## src/rtl/lpm_pkg.sv

```systemverilog
package lpm_pkg;
  typedef enum logic [1:0] {
    LPM_RUN   = 2'd0,
    LPM_STOP  = 2'd1,
    LPM_TBT   = 2'd2,
    LPM_SLEEP = 2'd3
  } lpm_mode_e;

  localparam int unsigned B_STOP   = 7;
  localparam int unsigned B_SLEEP  = 6;
  localparam int unsigned B_PINZ   = 5;
  localparam int unsigned B_SWRST  = 4;
  localparam int unsigned B_TBT    = 3;
  localparam int unsigned B_HSELHI = 2;
  localparam int unsigned B_HSELLO = 1;

  localparam logic [1:0] CLK_MAIN = 2'b01;
  localparam logic [1:0] CLK_PLL  = 2'b10;
endpackage

```

## src/rtl/lpm_mode_ctl.sv

```systemverilog
module lpm_mode_ctl
  import lpm_pkg::*;
(
  input  logic       clk,
  input  logic       rst_n,
  input  logic       wr_ok,
  input  logic [7:0] wr_data,
  input  logic [1:0] clk_mode,
  input  logic       irq,
  input  logic       soft_clr,
  output lpm_mode_e  mode,
  output logic       pin_sel
);
  lpm_mode_e mode_d;
  logic      pin_d;
  logic      clk_ok;
  logic      req_stop, req_tbt, req_sleep;

  assign clk_ok    = (clk_mode == CLK_MAIN) || (clk_mode == CLK_PLL);
  assign req_stop  = wr_data[B_STOP];
  assign req_tbt   = !wr_data[B_TBT] && clk_ok;
  assign req_sleep = wr_data[B_SLEEP];

  always_comb begin
    mode_d = mode;
    pin_d  = pin_sel;
    if (soft_clr) begin
      mode_d = LPM_RUN;
      pin_d  = 1'b0;
    end else begin
      if (wr_ok) pin_d = wr_data[B_PINZ];
      if (irq) begin
        mode_d = LPM_RUN;
      end else if (wr_ok) begin
        if (req_stop)       mode_d = LPM_STOP;
        else if (req_tbt)   mode_d = LPM_TBT;
        else if (req_sleep) mode_d = LPM_SLEEP;
      end
    end
  end

  always_ff @(posedge clk or negedge rst_n) begin
    if (!rst_n) begin
      mode    <= LPM_RUN;
      pin_sel <= 1'b0;
    end else begin
      mode    <= mode_d;
      pin_sel <= pin_d;
    end
  end

  a_r6_irq_clears: assert property (@(posedge clk) disable iff (!rst_n)
    irq |=> (mode == LPM_RUN));
  a_r4_tbt_clk_gate: assert property (@(posedge clk) disable iff (!rst_n)
    (mode == LPM_TBT) && ($past(mode) != LPM_TBT) |-> $past(clk_ok));
  a_r10_soft_defaults: assert property (@(posedge clk) disable iff (!rst_n)
    soft_clr |=> (mode == LPM_RUN) && !pin_sel);
endmodule

```

## src/rtl/lpm_rst_pulse.sv

```systemverilog
module lpm_rst_pulse #(
  parameter int unsigned RST_CYCLES = 3
) (
  input  logic clk,
  input  logic rst_n,
  input  logic mcyc_en,
  input  logic trig,
  output logic busy,
  output logic soft_clr
);
  localparam int unsigned CW = $clog2(RST_CYCLES + 1);
  localparam logic [CW-1:0] LOAD = CW'(RST_CYCLES);

  logic [CW-1:0] cnt, cnt_d;

  assign busy     = (cnt != '0);
  assign soft_clr = mcyc_en && (cnt == CW'(1));

  always_comb begin
    cnt_d = cnt;
    if (busy) begin
      if (mcyc_en) cnt_d = cnt - CW'(1);
    end else if (trig) begin
      cnt_d = LOAD;
    end
  end

  always_ff @(posedge clk or negedge rst_n) begin
    if (!rst_n) cnt <= '0;
    else        cnt <= cnt_d;
  end

  a_r9_hold_without_tick: assert property (@(posedge clk) disable iff (!rst_n)
    busy && !mcyc_en |=> busy);
  a_r9_count_bound: assert property (@(posedge clk) disable iff (!rst_n)
    cnt <= LOAD);
  a_r9_start: assert property (@(posedge clk) disable iff (!rst_n)
    !busy && trig |=> busy);
endmodule

```

## src/rtl/lpm_halt_gate.sv

```systemverilog
module lpm_halt_gate #(
  parameter int unsigned HALT_BASE = 8
) (
  input  logic       clk,
  input  logic       rst_n,
  input  logic       wr_ok,
  input  logic [1:0] wr_sel,
  input  logic       soft_clr,
  input  logic       insn_done,
  output logic [1:0] sel,
  output logic       cpu_clk_en
);
  localparam int unsigned MAXLEN = HALT_BASE * 4;
  localparam int unsigned CW     = $clog2(MAXLEN + 1);

  logic [CW-1:0] cnt, cnt_d, len;
  logic [1:0]    sel_d;

  always_comb begin
    case (sel)
      2'b01:   len = CW'(HALT_BASE);
      2'b10:   len = CW'(HALT_BASE * 2);
      2'b11:   len = CW'(HALT_BASE * 4);
      default: len = '0;
    endcase
  end

  always_comb begin
    sel_d = sel;
    cnt_d = cnt;
    if (soft_clr) begin
      sel_d = 2'b00;
      cnt_d = '0;
    end else begin
      if (wr_ok) sel_d = wr_sel;
      if (insn_done)        cnt_d = len;
      else if (cnt != '0)   cnt_d = cnt - CW'(1);
    end
  end

  always_ff @(posedge clk or negedge rst_n) begin
    if (!rst_n) begin
      sel <= 2'b00;
      cnt <= '0;
    end else begin
      sel <= sel_d;
      cnt <= cnt_d;
    end
  end

  assign cpu_clk_en = (cnt == '0);

  a_r11_pause_starts: assert property (@(posedge clk) disable iff (!rst_n)
    insn_done && !soft_clr && (sel != 2'b00) |=> !cpu_clk_en);
  a_r12_no_pause: assert property (@(posedge clk) disable iff (!rst_n)
    insn_done && (sel == 2'b00) |=> cpu_clk_en);
endmodule

```

## src/rtl/lpm_ctrl.sv

```systemverilog
module lpm_ctrl
  import lpm_pkg::*;
#(
  parameter int unsigned RST_CYCLES = 3,
  parameter int unsigned HALT_BASE  = 8
) (
  input  logic       clk,
  input  logic       rst_n,
  input  logic       mcyc_en,
  input  logic       wr_en,
  input  logic [7:0] wr_data,
  output logic [7:0] rd_data,
  input  logic       irq,
  input  logic       insn_done,
  input  logic [1:0] clk_mode,
  output logic       stop_req,
  output logic       sleep_req,
  output logic       tbt_req,
  output logic       pins_hiz,
  output logic       int_rst,
  output logic       cpu_clk_en
);
  lpm_mode_e  mode;
  logic       pin_sel, busy, soft_clr, wr_ok;
  logic [1:0] sel;

  assign wr_ok = wr_en && !busy;

  lpm_rst_pulse #(.RST_CYCLES(RST_CYCLES)) u_rst (
    .clk(clk), .rst_n(rst_n), .mcyc_en(mcyc_en),
    .trig(wr_ok && !wr_data[B_SWRST]),
    .busy(busy), .soft_clr(soft_clr)
  );

  lpm_mode_ctl u_mode (
    .clk(clk), .rst_n(rst_n), .wr_ok(wr_ok), .wr_data(wr_data),
    .clk_mode(clk_mode), .irq(irq), .soft_clr(soft_clr),
    .mode(mode), .pin_sel(pin_sel)
  );

  lpm_halt_gate #(.HALT_BASE(HALT_BASE)) u_halt (
    .clk(clk), .rst_n(rst_n), .wr_ok(wr_ok),
    .wr_sel(wr_data[B_HSELHI:B_HSELLO]), .soft_clr(soft_clr),
    .insn_done(insn_done), .sel(sel), .cpu_clk_en(cpu_clk_en)
  );

  assign stop_req  = (mode == LPM_STOP);
  assign sleep_req = (mode == LPM_SLEEP);
  assign tbt_req   = (mode == LPM_TBT);
  assign pins_hiz  = pin_sel && (stop_req || tbt_req);
  assign int_rst   = busy;
  assign rd_data   = {2'b00, pin_sel, 2'b11, sel, 1'b0};

  a_r5_one_mode: assert property (@(posedge clk) disable iff (!rst_n)
    $onehot0({stop_req, sleep_req, tbt_req}));
  a_r8_sleep_drives: assert property (@(posedge clk) disable iff (!rst_n)
    sleep_req |-> !pins_hiz);
  a_r9_write_ignored: assert property (@(posedge clk) disable iff (!rst_n)
    int_rst && wr_en && !mcyc_en && !irq |=> $stable(rd_data) && $stable(stop_req));
endmodule

```

## config.mk

```make
export PLATFORM = sky130hd
export DESIGN_NAME = lpm_ctrl
export DESIGN_NICKNAME = d
export VERILOG_FILES = /design/src/rtl/lpm_pkg.sv /design/src/rtl/lpm_mode_ctl.sv /design/src/rtl/lpm_rst_pulse.sv /design/src/rtl/lpm_halt_gate.sv /design/src/rtl/lpm_ctrl.sv
export SDC_FILE = /design/constraint.sdc
export NUM_CORES = 1
export LEC_CHECK = 0
export BUFFER_PORTS_ARGS = -buffer_cell sky130_fd_sc_hd__buf_4
export CAP_MARGIN = 20
export CORE_MARGIN = 4
export CORE_UTILIZATION = 35
export CTS_CLUSTER_SIZE = 12
export DETAILED_ROUTE_END_ITERATION = 16
export PLACE_DENSITY_LB_ADDON = 0.08
export SLEW_MARGIN = 20
export SYNTH_ARGS = -nofsm -noshare
export SYNTH_HDL_FRONTEND = slang
export SYNTH_HIERARCHICAL = 1
export SYNTH_SLANG_ARGS = --single-unit
```

## constraint.sdc

```tcl
create_clock -name clk -period 4.65 [get_ports clk]
set_input_delay 0.93 -clock clk [delete_from_list [all_inputs] [get_ports clk]]
set_output_delay 0.93 -clock clk [all_outputs]
set_load 0.005 [all_outputs]
```

Word level (Yosys, flattened, before mapping)

Cells that the tools add are included.

Bits in registers: 13
Output and inout port bits: 14
Word-level logic and storage cells: 54

$add $sub $neg: 2
Equality and inequality tests: 10
Multiplexer cells: 17
Reductions and logical operators: 20

Operators by type and width:

| operator                                             | count |
|---|---|
| two-way mux 2 bit                                    | 11 |
| two-way mux 6 bit                                    | 3 |
| case mux 6 bit (3 select lines)                      | 1 |
| equality test 2 bit (second input constant)          | 5 |
| equality test 2 x 1 -> 1 bit (second input constant) | 4 |
| logical NOT 6 bit                                    | 1 |
| nonzero test 2 bit                                   | 3 |
| nonzero test 3 bit                                   | 2 |
| nonzero test 6 bit                                   | 1 |
| subtractor 6 x 1 -> 6 bit (second input constant)    | 1 |
| logical AND 1 bit                                    | 5 |
| nonzero test 5 bit                                   | 1 |
| AND reduction 2 bit                                  | 2 |
| logical NOT 1 bit                                    | 3 |
| logical OR 1 bit                                     | 2 |
| two-way mux 1 bit                                    | 2 |
| != test 2 bit (second input constant)                | 1 |
| subtractor 2 x 1 -> 2 bit (second input constant)    | 1 |

Longest topological paths before layout

Gate-level depths: netlist of the first run.

Depth after elaboration: 8
Mapped depth: 7
Gate-level depth less buffers: 7

By module

Netlist of the first run, hierarchy kept.

Modules (own cells, without submodules):

| module        | instances | cells an instance | area each (um2) | sequential area each (um2) |
|---|---|---|---|---|
| lpm_halt_gate | 1         | 48                | 459.2           | 200.2 |
| lpm_mode_ctl  | 1         | 15                | 156.4           | 75.1 |
| lpm_rst_pulse | 1         | 12                | 127.6           | 50.0 |
| lpm_ctrl      | 1         | 16                | 122.6           | 0.0 |

Least setup slack after synthesis of the first run

Ideal clock, no wire load.

Path kind: input to register
From: in mcyc_en
To: reg u_halt.cnt[5]
Arrival: 2.134 ns
Slack: 2.447 ns
Stages on the path: 4
Cell sequence: and2_1 or4_1 or4_1 nand3_1

Cells in the longest elaborated chain, start to end: 2
Elaborated cells on any way between the ends: 3
Those cells by class: mux (1); reduce/logical (2)

RTL lines:

| element                                                                  | RTL line            | RTL |
|---|---|---|
| from (decl)                                                              | lpm_ctrl.sv:9       | `input logic mcyc_en,` |
| logical AND 1 bit (*)                                                    | lpm_rst_pulse.sv:17 | `assign soft_clr = mcyc_en && (cnt == CW'(1));` |
| nonzero test 3 bit (no line) / two-way mux 6 bit (equally long branches) | n/a                 |  |
| to (signal assigned)                                                     | lpm_halt_gate.sv:47 | `cnt <= cnt_d;` |
| to (decl)                                                                | lpm_halt_gate.sv:16 | `logic [CW-1:0] cnt, cnt_d, len;` |

Mark *: on every way between the ends. The rest lies on a longest branch, timed or not.
A chain may end at the register's enable or synchronous reset.

Final worst setup path of the first run

From: reg u_halt.cnt[2]
To: out cpu_clk_en

Cells in the longest elaborated chain, start to end: 1

RTL lines:

| element           | RTL line            | RTL |
|---|---|---|
| logical NOT 6 bit | lpm_halt_gate.sv:51 | `assign cpu_clk_en = (cnt == '0);` |
| to (decl)         | lpm_ctrl.sv:21      | `output logic cpu_clk_en` |

Every way passes these cells.

==> flow_summary.ini, run 1 <==
[die]
fp-row-count = 17
start_util = 0.380
io-pin-count = 30
die_width_um = 57.7
core-area_um2 = 2280
die_area_um2 = 3330
die_y_um = 57.7

[worst_setup_path]
required_ps = 3720
path_cells = or3_1 -> nor2_1 -> buf_4
crit_slowest_cell = or3_1
arrival_ps = 1470
worstSetupEndpointType = output pin
worstPathMaxFanout = 8
start_kind = register
criticalPathCategory = reg -> out
slowest_delay_ps = 470

[cts]
clk-insertion-delay-late_ps = 270
postCtsSetupRepairBufs = 0
cts_buffers = 3
root_buffer = clkbuf_4
clock_path_buffers = 2
cts_resized = 0
htreeDepth = 1
cts_hold_buffers = 0
clock_sinks = 13
path_clk_slew_ps = 70
cts_tree = built

[global_routing]
grt-ovfl-total = 0
first_global_vias = 671
antenna_found_initial = 0
grt.total_usage = 0.116
grt_pass1_wl_um = 3060
grt_max_degree = 14

[placed_design]
io_buffer_count = 23
dpl.hpwl_um = 1340
gp_congestion = 0.814
place_area_um2 = 1030
dp_slack_ps = 2220

[yosys]
netlist_area_um2 = 866
synthSimpleGateAreaFrac = 0.214
synth.area.mux_share = 0.0578
ys_ff_latch = 13
synth.area.top_cells = dfrtp_1 38%, ha_1 10%, mux2i_1 5.8%, buf_4 5.2%, inv_1 4.3%
synth_cell_types = 32
synth_xor_area_frac = 0.0202
synth_area_per_cell_um2 = 9.51
yosys.area_share.adder = 0.101
synth_top_area_frac = 0.376
synth_top_family_by_area = simple AND/OR/NAND/NOR gates
ys_warn_count = 6
netlist.top_cell.by_area = dfrtp_1
synth_compound_area_frac = 0.121
ys_seq_area_frac = 0.376
syn_inst = 91

[finish]
area.growth.synth_to_final_pct = 22.5
nets = 138
n_fill_cell = 238
drive_gt1_frac = 0.281
final_cell_area_um2 = 1060
final_cell_mix = 23 x buf_4, 13 x dfrtp_1, 10 x inv_1
diodes = 0
final_common_cell = buf_4

[sta]
fin_setup_tns_ps = 0
slew_violations = 0
relSlewSlack = 0.584
worst_slack_ps = 2250
finClkSkew_ps = 0.188
setup_viol = 0
period_minus_slack_ps = 2400
whs_ps = 484
hold_viol = 0
rsz0062_at_grt = false
max_freq_mhz = 416
timing.final.crit_share = 0.517
worst_pin_slew_ps = 623

[pwr]
p_int_mw = 0.313
p_sw_mw = 0.201
finalPower_mw = 0.514
switching_share = 0.391
p_seq_frac = 0.372
irDropWorstVdd_mv = 0.331
power.density_nw_per_um2 = 485
p_comb_frac = 0.495
p_clk_frac = 0.133
power.leakage_nw = 0.511

[run]
max_cap_viol_count = 0

[detailed_routing]
first_pass_iters = 4
wire_per_inst_um = 11.8
vias_per_cell = 4.80
drcViolationCount = 0
vias = 682
dr.first_iter.drc_count = 17
routed_wl_um = 1680
postRouteAntennaNets = 0

[worst_hold_path]
min-delay-path-class = in -> async

[status]
status = complete, no violations
[state kept, by name (all words and copies together), names as in the netlist]
| signal | cells |
|---|---|
| u_halt/cnt | 6 |
| u_halt/sel | 2 |
| u_mode/mode | 2 |
| u_mode/pin_sel | 1 |
| u_rst/cnt | 2 |
[layer usage]
metal | up-vias | GRT usage | share of wire
met4 | 0 | 0.0298 | 0
met2 | 20 | 0.177 | 0.48
met3 | 0 | 0.0423 | 0.073
li1 | 354 | - | -
met1 | 308 | 0.155 | 0.45
met5 | - | 0 | 0
[power by group through the flow]
| stage | Clock [mW] | Combinational (mW) | Sequential [mW] |
|---|---|---|---|
| finish | 0.0684 | 0.255 | 0.191 |
| detailed placement | 0 | 0.258 | 0.194 |
| global placement | 0 | 0.253 | 0.194 |
| floorplan | 0 | 0.190 | 0.184 |
| global route | 0.0813 | 0.295 | 0.201 |
| CTS | 0.0726 | 0.259 | 0.192 |
[synthesized netlist by cell type, drive strengths merged]
| master | n |
|---|---|
| nand2b | 1 |
| nor3 | 5 |
| and2 | 1 |
| o311a | 1 |
| mux2i | 5 |
| o311ai | 1 |
| ha | 7 |
| or4 | 3 |
| o21ai | 3 |
| and3b | 1 |
| o31a | 1 |
| xnor2 | 2 |
| or3 | 1 |
| nand3 | 1 |
| conb | 2 |
| o31ai | 2 |
| or2 | 1 |
| nand2 | 1 |
| nand4b | 2 |
| a21oi | 3 |
| nor4b | 1 |
| o21a | 1 |
| clkbuf | 1 |
| dfrtp | 13 |
| nor2 | 9 |
| buf | 6 |
| a2111oi | 1 |
| nor2b | 2 |
| inv | 10 |
| a311oi | 1 |
| nor3b | 1 |
| and2b | 1 |
[stage by stage]
stage,utilization,cells
final,0.466,142
after global routing,0.466,142
after CTS,0.466,142
after detailed placement,0.455,138
after global placement,0.455,138
after floorplan,-,94
[critical path: cells and delay by family, from the launching register on]
| family | cells | cell delay, ps |
|---|---|---|
| buffers and inverters | 1 | 130 |
| DFF | 1 | 430 |
| and+or+nand+nor | 2 | 630 |
[cell type report]
type	count	area, µm²	share of cell area
multi-input cells	64	464	0.437
well taps	28	35.0	0.0330
clock buffers	4	26.3	0.0248
inverters	10	37.5	0.0354
repair buffers	23	173	0.163
flip-flops and latches	13	325	0.307
[final timing paths]
kind | startpoint | end | slack [ps] | cells past startpoint
worst max-delay path | u_halt/cnt[2] | cpu_clk_en | 2250 | 3
worst min-delay path | rst_n | u_halt/cnt[1] | 480 | 1
worst max register to register | u_rst/cnt[0] | u_mode/mode[1] | 2660 | 7
worst min register to register | u_mode/pin_sel | u_mode/pin_sel | 550 | 2
max in group asynchronous | rst_n | u_mode/pin_sel | 4000 | 1
min in group clk | u_mode/pin_sel | u_mode/pin_sel | 550 | 2
[cells by family (layout without fill, tap and decap cells)]
logic type / count (synthesis) / after routing
simple gates: 31 / 31
buf+inv: 17 / 37
compound gates: 14 / 14
flops: 13 / 13
fa+ha+maj: 7 / 7
mux: 5 / 5
other cells: 2 / 5
xor+xnor: 2 / 2
Note: power is estimated with default switching activity, not from simulation.
==> run 2, diff against run 1 <==
Settings changed: ABC_AREA set to 1.
Clock period 4.65 ns to 2.21 ns, I/O delays scaled along.
==> flow_summary.ini, run 2 <==
[placed_design]
dp_slack_ps = 693
gp_congestion = 0.762
dpl.hpwl_um = 1560
placed_cells = 193
place_area_um2 = 1160
io_buffer_count = 23

[pwr]
p_sw_mw = 0.571
p_comb_frac = 0.547
switching_share = 0.447
power.density_nw_per_um2 = 1070
p_clk_frac = 0.117
p_int_mw = 0.707
finalPower_mw = 1.28
irDropWorstVdd_mv = 0.616
p_seq_frac = 0.337
power.leakage_nw = 0.700

[cts]
cts_buffers = 3
path_clk_slew_ps = 80
postCtsSetupRepairBufs = 0
clock_path_buffers = 2
cts_resized = 0
root_buffer = clkbuf_4
clk-insertion-delay-late_ps = 280
htreeDepth = 1
clock_sinks = 13
cts_tree = built

[die]
start_util = 0.383
die_area_um2 = 3720
io-pin-count = 30
die_y_um = 61.0
die_width_um = 61.0
core-area_um2 = 2570
fp-row-count = 18

[sta]
rsz0062_at_grt = false
slew_violations = 0
timing.final.crit_share = 0.815
period_minus_slack_ps = 1800
max_freq_mhz = 555
finClkSkew_ps = 5.39
setup_viol = 0
whs_ps = 413
fin_setup_tns_ps = 0
worst_slack_ps = 408
hold_viol = 0

[yosys]
synth_commonest_cells = 34 x inv_1, 29 x nand2_1, 13 x dfrtp_1
synthArstFlopShare = 1.00
ys_ff_latch = 13
synth.area.mux_share = 0
netlist_area_um2 = 982
synth.area.top_cells = dfrtp_1 33%, inv_1 13%, nand2_1 11%, ha_1 8.9%, nand3_1 6.1%
synth-edff-count = 0
ys_warn_count = 6
synth_compound_area_frac = 0.0752
yosysMostFrequentCell = inv_1
synth_top_flop_cell = dfrtp_1
syn_inst = 143
synth_top_family_by_area = simple AND/OR/NAND/NOR gates
synth_top_area_frac = 0.331
synth_area_per_cell_um2 = 6.87
netlist.top_cell.by_area = dfrtp_1
synthSimpleGateAreaFrac = 0.317
ys_seq_area_frac = 0.331
yosys.area_share.adder = 0.0892
synth_xor_area_frac = 0
synth_cell_types = 19

[detailed_routing]
routed_wl_um = 1910
drcViolationCount = 0
vias = 870
wire_per_inst_um = 9.62
vias_per_cell = 4.39
postRouteAntennaNets = 0
dr.first_iter.drc_count = 23
first_pass_iters = 4

[finish]
n_fill_cell = 272
nets = 192
final_cell_mix = 34 x inv_1, 29 x nand2_1, 23 x buf_4
largest_reg_flops = 6
final_cell_area_um2 = 1190
fin_util = 0.465
area.growth.synth_to_final_pct = 21.7
final_cells = 198
drive_gt1_frac = 0.226
largest-register = u_halt/cnt
final_common_cell = inv_1
diodes = 0

[global_routing]
grt_pass1_wl_um = 3260
grt-ovfl-total = 0
grt.total_usage = 0.115
first_global_vias = 805
antenna_found_initial = 0
grt_max_degree = 14

[worst_setup_path]
required_ps = 1770
criticalPathCategory = reg -> out
worstPathMaxFanout = 6
worstSetupEndpointType = output pin
start_kind = register
arrival_ps = 1360

[status]
status = complete, no violations

[run]
max_cap_viol_count = 0

[worst_hold_path]
min-delay-path-class = in -> reg
==> run 2: repair_timing <==
action	in CTS	in global routing
hold endpoints to repair	7	0
endpoints found under the setup margin	0	0
hold buffers	1	0
==> run 2: cell type report <==
type / instances / area (µm²) / share of cell area
clock buffers: 4 / 26.3 / 0.0220
inverters: 35 / 131 / 0.110
multi-input cells: 92 / 492 / 0.412
flip-flops and latches: 13 / 325 / 0.272
well taps: 30 / 37.5 / 0.0314
repair buffers: 24 / 183 / 0.153
==> run 2: power groups by stage <==
stage	Clock, mW	Sequential (mW)	Combinational (mW)
global placement	0	0.432	0.687
detailed placement	0	0.434	0.703
global route	0.169	0.447	0.814
finish	0.149	0.430	0.699
floorplan	0	0.415	0.523
CTS	0.159	0.430	0.708
==> run 2: logic make-up after synthesis <==
logic type | count (synthesis)
AND/OR/NAND/NOR | 66
buffers and inverters | 41
AO/OA/AOI/OAI | 14
flip-flops | 13
adder cells (fa/ha/maj) | 7
other | 2
==> run 2: layer usage <==
layer | track usage | up-vias | part of all wire
li1 | - | 473 | -
met1 | 0.150 | 374 | 0.49
met2 | 0.191 | 21 | 0.44
met3 | 0.0404 | 2 | 0.057
met4 | 0.00929 | 0 | 0.0052
met5 | 0 | - | 0
==> run 2: worst max-delay path, cell delays in order, from the launching register on <==
cell and delay [ps]:
dfrtp_1 390, inv_1 140, ha_1 230, nand3_4 110, inv_1 100, buf_4 110
==> run 2: path summary, 6_finish.rpt <==
check | startpoint | end | slack, ps | cells past startpoint
min in group asynchronous | rst_n | u_mode/mode[0] | 530 | 2
min reg2reg | u_halt/cnt[0] | u_halt/cnt[0] | 470 | 1
max | u_halt/cnt[0] | cpu_clk_en | 410 | 5
max in group asynchronous | rst_n | u_halt/sel[0] | 1500 | 2
max reg2reg | u_rst/cnt[0] | u_halt/sel[0] | 670 | 8
min | wr_data[2] | u_halt/sel[1] | 410 | 3
